**src/rtl/smram_pkg.sv**
```systemverilog
package smram_pkg;

    typedef struct packed {
        logic       rsvd;
        logic       open_b;
        logic       closed_b;
        logic       lock_b;
        logic       enable_b;
        logic [2:0] seg;
    } smram_ctrl_t;

    typedef enum logic {
        ROUTE_BUS  = 1'b0,
        ROUTE_DRAM = 1'b1
    } route_e;

    // Value stored by a write, given the current register contents.
    function automatic smram_ctrl_t next_ctrl(smram_ctrl_t cur, logic [7:0] d, logic [2:0] seg_const);
        smram_ctrl_t n;
        n      = smram_ctrl_t'(d);
        n.rsvd = 1'b0;
        n.seg  = seg_const;
        if (cur.lock_b) begin
            n.open_b = 1'b0;
            n.lock_b = 1'b1;
        end
        return n;
    endfunction

endpackage

```
**src/rtl/smram_ctrl_reg.sv**
```systemverilog
module smram_ctrl_reg
    import smram_pkg::*;
#(
    parameter logic [2:0] SEG_CONST = 3'b010
) (
    input  logic        clk,
    input  logic        rst,
    input  logic        wr_en,
    input  logic [7:0]  wr_data,
    output smram_ctrl_t ctrl_q
);
    localparam smram_ctrl_t RESET_VAL = smram_ctrl_t'({5'b00000, SEG_CONST});

    always_ff @(posedge clk) begin
        if (rst) begin
            ctrl_q <= RESET_VAL;
        end else if (wr_en) begin
            ctrl_q <= next_ctrl(ctrl_q, wr_data, SEG_CONST);
        end
    end
endmodule

```
**src/rtl/smram_router.sv**
```systemverilog
module smram_router
    import smram_pkg::*;
(
    input  smram_ctrl_t ctrl,
    input  logic        in_smm,
    input  logic        is_code,
    output route_e      route,
    output logic        illegal
);
    always_comb begin
        illegal = ctrl.open_b & ctrl.closed_b;
        route   = ROUTE_BUS;
        if (ctrl.enable_b && !illegal) begin
            if (in_smm) begin
                if (!ctrl.closed_b || is_code) route = ROUTE_DRAM;
            end else if (!ctrl.lock_b && ctrl.open_b) begin
                route = ROUTE_DRAM;
            end
        end
    end
endmodule

```
**src/rtl/smram_access_router.sv**
```systemverilog
module smram_access_router
    import smram_pkg::*;
#(
    parameter logic [2:0] SEG_CONST = 3'b010
) (
    input  logic       clk,
    input  logic       rst,
    input  logic       wr_en,
    input  logic [7:0] wr_data,
    input  logic       acc_in_smm,
    input  logic       acc_is_code,
    output logic [7:0] ctrl_value,
    output logic       route_dram,
    output logic       illegal_state,
    output logic       smram_enabled
);
    smram_ctrl_t ctrl_q;
    route_e      route;

    smram_ctrl_reg #(.SEG_CONST(SEG_CONST)) u_reg (
        .clk     (clk),
        .rst     (rst),
        .wr_en   (wr_en),
        .wr_data (wr_data),
        .ctrl_q  (ctrl_q)
    );

    smram_router u_router (
        .ctrl    (ctrl_q),
        .in_smm  (acc_in_smm),
        .is_code (acc_is_code),
        .route   (route),
        .illegal (illegal_state)
    );

    assign ctrl_value    = ctrl_q;
    assign route_dram    = (route == ROUTE_DRAM);
    assign smram_enabled = ctrl_q.enable_b;
endmodule

```
**config.mk**
```make
export PLATFORM = sky130hd
export DESIGN_NAME = smram_access_router
export DESIGN_NICKNAME = d
export VERILOG_FILES = /design/src/rtl/smram_pkg.sv /design/src/rtl/smram_ctrl_reg.sv /design/src/rtl/smram_router.sv /design/src/rtl/smram_access_router.sv
export SDC_FILE = /design/constraint.sdc
export NUM_CORES = 1
export LEC_CHECK = 0
export ABC_AREA = 1
export BUFFER_PORTS_ARGS = -buffer_cell sky130_fd_sc_hd__buf_2
export CAP_MARGIN = 15
export CORE_AREA = 8 8 45 47
export DETAILED_ROUTE_END_ITERATION = 6
export DIE_AREA = 0 0 53 55
export RECOVER_POWER = 50
export SLEW_MARGIN = 30
export SYNTH_ARGS = -nofsm -noshare
export SYNTH_HDL_FRONTEND = slang
export SYNTH_SLANG_ARGS = --single-unit
```
**constraint.sdc**
```tcl
create_clock -name clk -period 0.8 [get_ports clk]
set_input_delay 0.04 -clock clk [delete_from_list [all_inputs] [get_ports clk]]
set_output_delay 0.04 -clock clk [all_outputs]
set_load 0.01 [all_outputs]
```
==> out/summary.txt, run 1 <==
number of different library cells in the post-synthesis netlist -> 8
total via count after detailed routing -> 243
proportion of layout cells with a drive suffix above 1 -> 50.9%
Worst Setup Start Kind -> flop
largest net degree at the start of global routing -> 6
Min-Delay Path Depth -> 3
reg-to-reg startpoint -> u_reg.ctrl_q[6]$_SDFFE_PP0P_
maximum capacitance violations -> 0
fin nets -> 68
final clock period utilization by the worst path -> 122%
average via count per standard cell -> 3.52
number of slew-limit violations in the final report -> 0
via count of the first global-routing pass -> 248
horizontal extent of the die -> 53 µm
Largest regs -> u_reg.ctrl_q (4)
drt pass-1 iters -> 4
final-layout fill cell count -> 149
setup slack on the worst flop-to-flop path -> 0.03 ns
TritonCTS clock tree -> built
number of standard cells in the final layout excluding fillers -> 69
Design Area, Final -> 359 µm²
unrepaired setup endpoints after global routing -> true
core footprint -> 0.00138 mm²
Min Clock Period, post-route -> 0.978 ns
port buffer count -> 15
area occupied by multi-input gates -> 96.3 µm²
Sequential cell area -> 85.1 µm²
met1 usage -> 5.16%
DP Cell Count -> 63
setup ws final -> -0.178 ns
failing checks -> negative setup slack
Syn Area/Cell -> 6.44 µm²
drt initial violations -> 3
Initial Util -> 15.8%
dpl cell area -> 292 µm²
Total GRT Usage -> 4.64%
Die Footprint -> 0.00292 mm²
DRC violations left -> 0
cell at the root of the clock tree -> sky130_fd_sc_hd__clkbuf_4
Seq cells post-synth -> 4
busiest layer in global routing -> met2
number of standard cells after synthesis -> 34
kind of critical path -> flop to output port
Mapped Area -> 219 µm²
largest fanout of any net on the critical path -> 2
post-route setup TNS -> -0.362 ns
worst IR drop on VDD -> 616 µV
final standard cell utilization of the core -> 25.9%
run status -> finished, violations left
Largest register FFs -> 4
DP HPWL -> 499 µm
antenna violations before repair -> 0
Layout Skew -> 0.00175 ns
total clock sinks -> 4
vertical extent of the die -> 55 µm
register with the most flip-flops -> u_reg.ctrl_q
count of cells along the worst register-to-register path -> 4
overall power consumption -> 585 µW
Critical Path End Type -> output port
RR Endpoint -> u_reg.ctrl_q[6]$_SDFFE_PP0P_
Boundary Pins -> 24
worst hold path startpoint -> wr_data[4]
worst min path class -> input port to flop
Worst Path Required -> 0.76 ns
register clock-pin slew on the reported worst setup and hold paths -> 0.04 ns
power density relative to cell area -> 1630 mW/mm²
global placement routability congestion -> 0.642
Achievable Freq -> 1020 MHz
final antenna diode count -> 0
H-tree levels -> 1
Routed wire per std cell -> 9.49 µm
Leak -> 0.205 nW
growth of design area from synthesis to finish -> 64.0%
worst path arrival time -> 0.94 ns
grt ovf -> 0
CTS Buf Count -> 3
Routed WL -> 655 µm
Endpoint, Worst Hold -> u_reg.ctrl_q[4]$_SDFFE_PP0P_
global-route wire length before repair -> 945 µm
Skew-Pair Late Insertion Delay -> 0.23 ns
Max Root-Sink Buffers -> 2
warning count from the yosys run -> 0
count of endpoints failing hold in the final timing report -> 0
met3 GRT Util -> 2.14%
sequential cell area fraction in the yosys report -> 36.6%
Setup-failing EPs final -> 3
Antenna Violating Nets Remaining -> 0
met2 track demand over resource -> 6.05%
cell row count -> 14
==> critical path: stages (launching register included) <==
cell and delay (ns):
sky130_fd_sc_hd__dfxtp_2 0.31, sky130_fd_sc_hd__inv_2 0.05, sky130_fd_sc_hd__nand2_1 0.05, sky130_fd_sc_hd__nand2_1 0.05, sky130_fd_sc_hd__nand2_1 0.04, sky130_fd_sc_hd__nor2_1 0.07, sky130_fd_sc_hd__buf_2 0.13
==> timing repair <==
item                       in CTS  in global routing
pin swaps                       0                  1
hold endpoints to repair        3                  0
setup buffers                   1                  1
hold buffers                    1                  0
gates resized for setup         5                  4
setup endpoints to repair       6                  3
==> cells in the final DEF, fill, tap and decap left out <==
| cell type | synthesis | layout |
|---|---|---|
| sky130_fd_sc_hd__buf_2 | 0 | 13 |
| sky130_fd_sc_hd__nand2_1 | 11 | 10 |
| sky130_fd_sc_hd__inv_1 | 5 | 4 |
| sky130_fd_sc_hd__conb_1 | 2 | 4 |
| sky130_fd_sc_hd__dfxtp_2 | 0 | 4 |
| sky130_fd_sc_hd__a21oi_1 | 4 | 3 |
| sky130_fd_sc_hd__clkbuf_4 | 0 | 3 |
| sky130_fd_sc_hd__nand3_1 | 2 | 2 |
| sky130_fd_sc_hd__buf_6 | 0 | 2 |
| sky130_fd_sc_hd__buf_4 | 5 | 2 |
| sky130_fd_sc_hd__inv_2 | 0 | 1 |
| sky130_fd_sc_hd__nor2_1 | 1 | 1 |
| sky130_fd_sc_hd__nand2_2 | 0 | 1 |
| sky130_fd_sc_hd__a21oi_2 | 0 | 1 |
| sky130_fd_sc_hd__dlygate4sd3_1 | 0 | 1 |
| sky130_fd_sc_hd__clkbuf_1 | 0 | 1 |
==> where the power goes <==
group / internal [mW] / switching [mW] / leakage (nW)
sequential: 0.215 / 0.00931 / 0.0344
clock: 0.168 / 0.0791 / 0.0138
combinational: 0.0558 / 0.0578 / 0.157
==> cells by family (layout without fill, tap and decap cells) <==
kind of cell    after synthesis  count (layout)  synth area share (%)
compound gates                4               4                  9.14
buf+inv                      10              27                  25.7
flops                         4               4                  36.6
other cells                   2               4                  3.43
simple gates                 14              14                  25.1
==> per-stage QoR <==
stage | setup WS, ns | hold slack, ns
final | -0.178 | 0.0442
after global routing | -0.273 | 0.0622
after CTS | -0.193 | 0.0388
after detailed placement | 0.0351 | 0.256
after global placement | 0.0343 | 0.250
after floorplan | 0.0585 | 0.109
==> cell usage after synthesis <==
| cell | count | area (µm²) |
|---|---|---|
| sky130_fd_sc_hd__nand2_1 | 11 | 41.3 |
| sky130_fd_sc_hd__buf_4 | 5 | 37.5 |
| sky130_fd_sc_hd__inv_1 | 5 | 18.8 |
| sky130_fd_sc_hd__a21oi_1 | 4 | 20.0 |
| sky130_fd_sc_hd__dfxtp_1 | 4 | 80.1 |
| sky130_fd_sc_hd__conb_1 | 2 | 7.51 |
| sky130_fd_sc_hd__nand3_1 | 2 | 10.0 |
| sky130_fd_sc_hd__nor2_1 | 1 | 3.75 |
==> layer usage <==
metal,vias to the layer above,routed length (µm)
li1,130,-
met1,96,289
met2,17,259
met3,0,106
met4,0,0
met5,-,0
==> worst max path at each step <==
| stage | startpoint | to | cells after the start |
|---|---|---|---|
| 2_1_floorplan | u_reg.ctrl_q[6]$_SDFFE_PP0P_ | route_dram | 4 |
| 3_3_place_gp | u_reg.ctrl_q[6]$_SDFFE_PP0P_ | route_dram | 5 |
| 3_5_place_dp | u_reg.ctrl_q[6]$_SDFFE_PP0P_ | route_dram | 5 |
| 4_1_cts | u_reg.ctrl_q[4]$_SDFFE_PP0P_ | route_dram | 6 |
| 5_1_grt | u_reg.ctrl_q[4]$_SDFFE_PP0P_ | route_dram | 6 |
| 6_report | u_reg.ctrl_q[4]$_SDFFE_PP0P_ | route_dram | 6 |
==> final cells by class <==
| type | instances | area share [%] |
|---|---|---|
| inverter | 5 | 5.23 |
| clock buffer | 3 | 6.27 |
| tap | 16 | 5.57 |
| sequential | 4 | 23.7 |
| timing repair buffer | 19 | 32.4 |
| multi-input combinational | 22 | 26.8 |
Power figures use the tool's default switching activity.
==> run 2: changes to the inputs <==
==> constraint.sdc (replaced) <==
create_clock -name clk -period 1 [get_ports clk]
set_input_delay 0.05 -clock clk [delete_from_list [all_inputs] [get_ports clk]]
set_output_delay 0.05 -clock clk [all_outputs]
set_load 0.01 [all_outputs]
==> out/summary.txt, run 2 (synthesis gave the netlist of run 1 again) <==
run status -> complete, no violations (was finished, violations left)
growth of design area from synthesis to finish -> 44.6% (was 64.0%)
kind of critical path -> flop to output port (unchanged)
register clock-pin slew on the reported worst setup and hold paths -> 0.03 ns (was 0.04 ns)
final standard cell utilization of the core -> 22.9% (was 25.9%)
number of slew-limit violations in the final report -> 0 (unchanged)
clock network power share -> 43.1% (was 42.2%)
core footprint -> 0.00138 mm² (unchanged)
H-tree levels -> 1 (unchanged)
port buffer count -> 15 (unchanged)
overall power consumption -> 445 µW (was 585 µW)
largest fanout of any net on the critical path -> 4 (was 2)
fin nets -> 65 (was 68)
Skew-Pair Late Insertion Delay -> 0.23 ns (about the same)
Min Clock Period, post-route -> 0.986 ns
average via count per standard cell -> 3.62 (was 3.52)
worst IR drop on VDD -> 461 µV (was 616 µV)
Worst Path Required -> 0.95 ns (was 0.76 ns)
DP HPWL -> 537 µm (was 499 µm)
Routed WL -> 625 µm (was 655 µm)
Critical Path End Type -> output port (unchanged)
worst min path class -> input port to flop (unchanged)
cell type of the slowest stage on the worst timing path -> sky130_fd_sc_hd__dfxtp_2 (unchanged)
CTS Buf Count -> 3 (unchanged)
Routed wire per std cell -> 9.47 µm (was 9.49 µm)
global placement routability congestion -> 0.621 (was 0.642)
grt ovf -> 0 (unchanged)
Antenna Violating Nets Remaining -> 0 (unchanged)
cell at the root of the clock tree -> sky130_fd_sc_hd__clkbuf_4 (unchanged)
Setup-failing EPs final -> 0 (was 3)
via count of the first global-routing pass -> 221 (was 248)
Largest regs -> u_reg.ctrl_q (4) (unchanged)
worst path arrival time -> 0.94 ns (about the same)
Initial Util -> 15.8% (unchanged)
total via count after detailed routing -> 239 (was 243)
largest net degree at the start of global routing -> 6 (unchanged)
Most common cell on crit path -> sky130_fd_sc_hd__nand2_1 (unchanged)
antenna violations before repair -> 0 (unchanged)
cell row count -> 14 (unchanged)
global-route wire length before repair -> 876 µm (was 945 µm)
unrepaired setup endpoints after global routing -> true (unchanged)
setup ws final -> 0.0144 ns (was -0.178 ns)
cell-internal power -> 338 µW (was 438 µW)
power density relative to cell area -> 1410 mW/mm² (was 1630 mW/mm²)
Max Root-Sink Buffers -> 2 (unchanged)
Layout Skew -> 0.00157 ns (was 0.00175 ns)
drt pass-1 iters -> 4 (unchanged)
TritonCTS clock tree -> built (unchanged)
crit-path cells -> nand2_1 > nand2_1 > nand2_1 > nor2_1 > buf_2 (was inv_2 > nand2_1 > nand2_1 > nand2_1 > nor2_1 > buf_2)
total clock sinks -> 4 (unchanged)
maximum capacitance violations -> 0 (unchanged)
final antenna diode count -> 0 (unchanged)
register with the most flip-flops -> u_reg.ctrl_q (unchanged)
DRC violations left -> 0 (unchanged)
final clock period utilization by the worst path -> 98.6%
Achievable Freq -> 1010 MHz
count of endpoints failing hold in the final timing report -> 0 (unchanged)
drt initial violations -> 3 (unchanged)
vertical extent of the die -> 55 µm (unchanged)
Worst Setup Start Kind -> flop (unchanged)
horizontal extent of the die -> 53 µm (unchanged)
highest-count cells in the layout ignoring fill and taps -> sky130_fd_sc_hd__buf_2 (15), sky130_fd_sc_hd__nand2_1 (11), sky130_fd_sc_hd__inv_1 (4), sky130_fd_sc_hd__a21oi_1 (4), sky130_fd_sc_hd__conb_1 (4) (was sky130_fd_sc_hd__buf_2 (13), sky130_fd_sc_hd__nand2_1 (10), sky130_fd_sc_hd__inv_1 (4), sky130_fd_sc_hd__conb_1 (4), sky130_fd_sc_hd__dfxtp_2 (4))
portion of total power attributed to sequential cells -> 40.3% (was 38.4%)
stage delay of the slowest cell on the critical path -> 0.35 ns (was 0.31 ns)
commonest non-fill, non-tap cell in the layout -> sky130_fd_sc_hd__buf_2 (unchanged)
pre-CTS worst setup slack -> 0.215 ns (was 0.0351 ns)
Die Footprint -> 0.00292 mm² (unchanged)
Boundary Pins -> 24 (unchanged)
Largest register FFs -> 4 (unchanged)
share of total power consumed by net switching -> 24.1% (was 25.0%)
proportion of layout cells with a drive suffix above 1 -> 44.0% (was 50.9%)
Total GRT Usage -> 4.48% (was 4.64%)
logic gate share of total power -> 16.6% (was 19.4%)
Leak -> 0.190 nW (was 0.205 nW)
net load switching power -> 107 µW (was 146 µW)
[run 2: cell count changes in the layout (fill, tap and decap cells not counted)]
cell / before / now
sky130_fd_sc_hd__dlygate4sd3_1: 1 / 0
sky130_fd_sc_hd__dfxtp_1: 0 / 2
sky130_fd_sc_hd__buf_2: 13 / 15
sky130_fd_sc_hd__buf_6: 2 / 0
sky130_fd_sc_hd__clkbuf_1: 1 / 0
sky130_fd_sc_hd__dfxtp_2: 4 / 2
sky130_fd_sc_hd__buf_4: 2 / 1
sky130_fd_sc_hd__nand2_2: 1 / 0
sky130_fd_sc_hd__a21oi_1: 3 / 4
sky130_fd_sc_hd__a21oi_2: 1 / 0
sky130_fd_sc_hd__nand2_1: 10 / 11
[run 2: cell type report]
type	count	area (µm²)
fill	157	1070
sequential	4	82.6
multi-input combinational	22	90.1
timing repair buffer	16	82.6
tap	16	20.0
inverter	5	18.8
clock buffer	3	22.5
[run 2: timing repair]
action / 4_1_cts / 5_1_grt
gates resized for setup: 2 / 1
setup endpoints to repair: 1 / 1
hold buffers: 0 / 0
buffers inserted: 1 / 0
[run 2: metal layers]
layer,up-vias,global-route usage (%),wire length [µm]
met4,0,5.17,5
met3,2,3.21,113
li1,125,-,-
met5,-,0,0
met1,95,4.86,266
met2,17,5.08,240
[run 2: power groups by stage]
stage	Combinational (mW)	Clock (mW)	Sequential [mW]
2_1_floorplan	0.0436	0	0.184
3_3_place_gp	0.0692	0	0.180
3_5_place_dp	0.0696	0	0.181
4_1_cts	0.0737	0.207	0.179
5_1_grt	0.0827	0.223	0.181
6_report	0.0739	0.192	0.179
[run 2: path summary, 6_finish.rpt]
path                           startpoint                           end  slack [ns]  cells after the start
max reg2reg  u_reg.ctrl_q[4]$_SDFFE_PP0P_  u_reg.ctrl_q[6]$_SDFFE_PP0P_        0.30                      4
min reg2reg  u_reg.ctrl_q[6]$_SDFFE_PP0P_  u_reg.ctrl_q[6]$_SDFFE_PP0P_        0.49                      2
max          u_reg.ctrl_q[6]$_SDFFE_PP0P_                    route_dram        0.01                      5
min                                   rst  u_reg.ctrl_q[6]$_SDFFE_PP0P_        0.02                      2
[run 2: critical path, delay by kind of cell, from the launching register on]
kind / cells / cell delay [ns]
flip-flops: 1 / 0.35
AND/OR/NAND/NOR: 4 / 0.22
buffers and inverters: 1 / 0.13
[run 2: stage by stage]
step	hold WS [ns]	cells	setup TNS (ns)	cell area, µm²
4_1_cts	0.00386	66	0	315
6_report	0.0160	66	0	317
3_3_place_gp	0.261	62	0	284
2_1_floorplan	0.119	36	0	226
3_5_place_dp	0.262	62	0	284
5_1_grt	0.0170	66	-0.0724	317
==> run 3: changes to the inputs <==
--- a/config.mk
+++ b/config.mk
@@ -8,9 +8,13 @@
 export ABC_AREA = 1
 export BUFFER_PORTS_ARGS = -buffer_cell sky130_fd_sc_hd__buf_2
 export CAP_MARGIN = 15
+export CELL_PAD_IN_SITES_DETAIL_PLACEMENT = 1
+export CELL_PAD_IN_SITES_GLOBAL_PLACEMENT = 1
 export CORE_AREA = 8 8 45 47
 export DETAILED_ROUTE_END_ITERATION = 6
 export DIE_AREA = 0 0 53 55
+export GPL_ROUTABILITY_DRIVEN = 0
+export PLACE_DENSITY = 0.62
 export RECOVER_POWER = 50
 export SLEW_MARGIN = 30
 export SYNTH_ARGS = -nofsm -noshare
==> out/summary.txt, run 3 (synthesis gave the netlist of run 1 again) <==
cell row count -> 14 (unchanged)
cell at the root of the clock tree -> sky130_fd_sc_hd__clkbuf_4 (unchanged)
unrepaired setup endpoints after global routing -> true (unchanged)
drt initial violations -> 1 (was 3)
logic gate share of total power -> 17.0% (was 16.6%)
power density relative to cell area -> 1390 mW/mm² (was 1410 mW/mm²)
Leak -> 0.191 nW (was 0.190 nW)
cell type of the slowest stage on the worst timing path -> sky130_fd_sc_hd__dfxtp_2 (unchanged)
largest fanout of any net on the critical path -> 2 (was 4)
port buffer count -> 15 (unchanged)
via count of the first global-routing pass -> 257 (was 221)
Total GRT Usage -> 5.19% (was 4.48%)
maximum capacitance violations -> 0 (unchanged)
average via count per standard cell -> 3.68 (was 3.62)
worst hold margin -> 0.0197 ns (was 0.0160 ns)
grt ovf -> 0 (unchanged)
Skew-Pair Late Insertion Delay -> 0.23 ns (about the same)
Worst Setup Start Kind -> flop (unchanged)
Design Area, Final -> 323 µm² (was 317 µm²)
highest-count cells in the layout ignoring fill and taps -> sky130_fd_sc_hd__buf_2 (15), sky130_fd_sc_hd__nand2_1 (9), sky130_fd_sc_hd__inv_1 (4), sky130_fd_sc_hd__a21oi_1 (4), sky130_fd_sc_hd__conb_1 (4) (was sky130_fd_sc_hd__buf_2 (15), sky130_fd_sc_hd__nand2_1 (11), sky130_fd_sc_hd__inv_1 (4), sky130_fd_sc_hd__a21oi_1 (4), sky130_fd_sc_hd__conb_1 (4))
drt pass-1 iters -> 3 (was 4)
proportion of layout cells with a drive suffix above 1 -> 50.0% (was 44.0%)
DP HPWL -> 545 µm (was 537 µm)
Post-CTS Hold Buffers -> 0 (unchanged)
register clock-pin slew on the reported worst setup and hold paths -> 0.04 ns (was 0.03 ns)
commonest non-fill, non-tap cell in the layout -> sky130_fd_sc_hd__buf_2 (unchanged)
DRC violations left -> 0 (unchanged)
share of total power consumed by net switching -> 24.3% (was 24.1%)
largest net degree at the start of global routing -> 6 (unchanged)
H-tree levels -> 1 (unchanged)
TritonCTS clock tree -> built (unchanged)
Routed WL -> 644 µm (was 625 µm)
Achievable Freq -> 1000 MHz (was 1010 MHz)
number of slew-limit violations in the final report -> 0 (unchanged)
portion of total power attributed to sequential cells -> 40.1% (was 40.3%)
Max Root-Sink Buffers -> 2 (unchanged)
Boundary Pins -> 24 (unchanged)
final clock period utilization by the worst path -> 99.8% (was 98.6%)
total clock sinks -> 4 (unchanged)
post-route setup TNS -> 0 ns (unchanged)
count of endpoints failing hold in the final timing report -> 0 (unchanged)
kind of critical path -> flop to output port (unchanged)
net load switching power -> 109 µW (was 107 µW)
cell-internal power -> 339 µW (was 338 µW)
global-route wire length before repair -> 1040 µm (was 876 µm)
antenna violations before repair -> 0 (unchanged)
Critical Path End Type -> output port (unchanged)
run status -> complete, no violations (unchanged)
Setup-failing EPs final -> 0 (unchanged)
Antenna Violating Nets Remaining -> 0 (unchanged)
final antenna diode count -> 0 (unchanged)
worst min path class -> input port to flop (unchanged)
CTS Buf Count -> 3 (unchanged)
clock network power share -> 42.9% (was 43.1%)
sum of routed wire segments on met1 -> 269 µm (was 266 µm)
fin nets -> 65 (unchanged)
Initial Util -> 15.8% (unchanged)
Largest register FFs -> 4 (unchanged)
Layout Skew -> 0.0000125 ns (was 0.00157 ns)
horizontal extent of the die -> 53 µm (unchanged)
register with the most flip-flops -> u_reg.ctrl_q (unchanged)
Routed wire per std cell -> 9.76 µm (was 9.47 µm)
total via count after detailed routing -> 243 (was 239)
crit-path cells -> inv_2 > nand2_2 > nand2_2 > nand2_1 > nor2_1 > buf_2 (was nand2_1 > nand2_1 > nand2_1 > nor2_1 > buf_2)
stage delay of the slowest cell on the critical path -> 0.31 ns (was 0.35 ns)
Min Clock Period, post-route -> 0.998 ns (was 0.986 ns)
dpl cell area -> 284 µm² (unchanged)
worst IR drop on VDD -> 447 µV (was 461 µV)
length of routed met2 wiring -> 290 µm (was 240 µm)
core footprint -> 0.00138 mm² (unchanged)
worst path arrival time -> 0.95 ns (was 0.94 ns)
vertical extent of the die -> 55 µm (unchanged)
Largest regs -> u_reg.ctrl_q (4) (unchanged)
highest routed layer -> met3 (was met4)
Worst Path Required -> 0.95 ns (about the same)
growth of design area from synthesis to finish -> 47.4% (was 44.6%)
Most common cell on crit path -> sky130_fd_sc_hd__nand2_2 (was sky130_fd_sc_hd__nand2_1)
Die Footprint -> 0.00292 mm² (unchanged)
met3 layer wire length in the routed design -> 84 µm (was 113 µm)
run 3: cell counts in the layout (fill, tap and decap cells not counted):
Identical to the previous run, type by type.
run 3: layer usage:
| layer | GRT usage (%) | vias to the layer above |
|---|---|---|
| met4 | 6.47 | 0 |
| met2 | 7.03 | 14 |
| met5 | 0 | - |
| li1 | - | 125 |
| met3 | 1.87 | 0 |
| met1 | 5.61 | 104 |
run 3: layout make-up:
cell class | instances | area, µm²
Fill cell | 188 | 1060
Inverter | 5 | 18.8
Tap cell | 16 | 20.0
Timing Repair Buffer | 16 | 82.6
Sequential cell | 4 | 83.8
Clock buffer | 3 | 22.5
Multi-Input combinational cell | 22 | 95.1
run 3: power by group through the flow:
| stage | Combinational (mW) | Sequential (mW) | Clock, mW |
|---|---|---|---|
| CTS | 0.0751 | 0.179 | 0.203 |
| floorplan | 0.0436 | 0.184 | 0 |
| global route | 0.0878 | 0.182 | 0.214 |
| finish | 0.0761 | 0.180 | 0.192 |
| global placement | 0.0700 | 0.180 | 0 |
| detailed placement | 0.0702 | 0.181 | 0 |
run 3: what timing repair did:
item,in CTS,in global routing
endpoints found under the setup margin,1,1
pin swaps,0,2
setup buffers,1,0
resized for setup,2,4
run 3: worst max-delay path: cells and delay by family, from the launching register on:
kind,cells,cell delay (ns)
flip-flops,1,0.31
AND/OR/NAND/NOR,4,0.21
buffers and inverters,2,0.18
run 3: worst paths after layout:
path,startpoint,slack [ns],endpoint,depth (start not counted)
hold reg to reg,u_reg.ctrl_q[6]$_SDFFE_PP0P_,0.49,u_reg.ctrl_q[6]$_SDFFE_PP0P_,2
setup / recovery,u_reg.ctrl_q[4]$_SDFFE_PP0P_,0.002,route_dram,6
setup reg to reg,u_reg.ctrl_q[4]$_SDFFE_PP0P_,0.29,u_reg.ctrl_q[6]$_SDFFE_PP0P_,4
hold / removal,rst,0.02,u_reg.ctrl_q[6]$_SDFFE_PP0P_,2
run 3: per-stage QoR:
stage / total power, mW / utilization [%] / cells / setup WS, ns
floorplan: 0.227 / - / 36 / 0.248
global placement: 0.250 / 20.5 / 62 / 0.207
detailed placement: 0.251 / 20.5 / 62 / 0.209
CTS: 0.457 / 22.8 / 66 / 0.000306
global route: 0.484 / 23.3 / 66 / -0.0792
finish: 0.448 / 23.3 / 66 / 0.00179
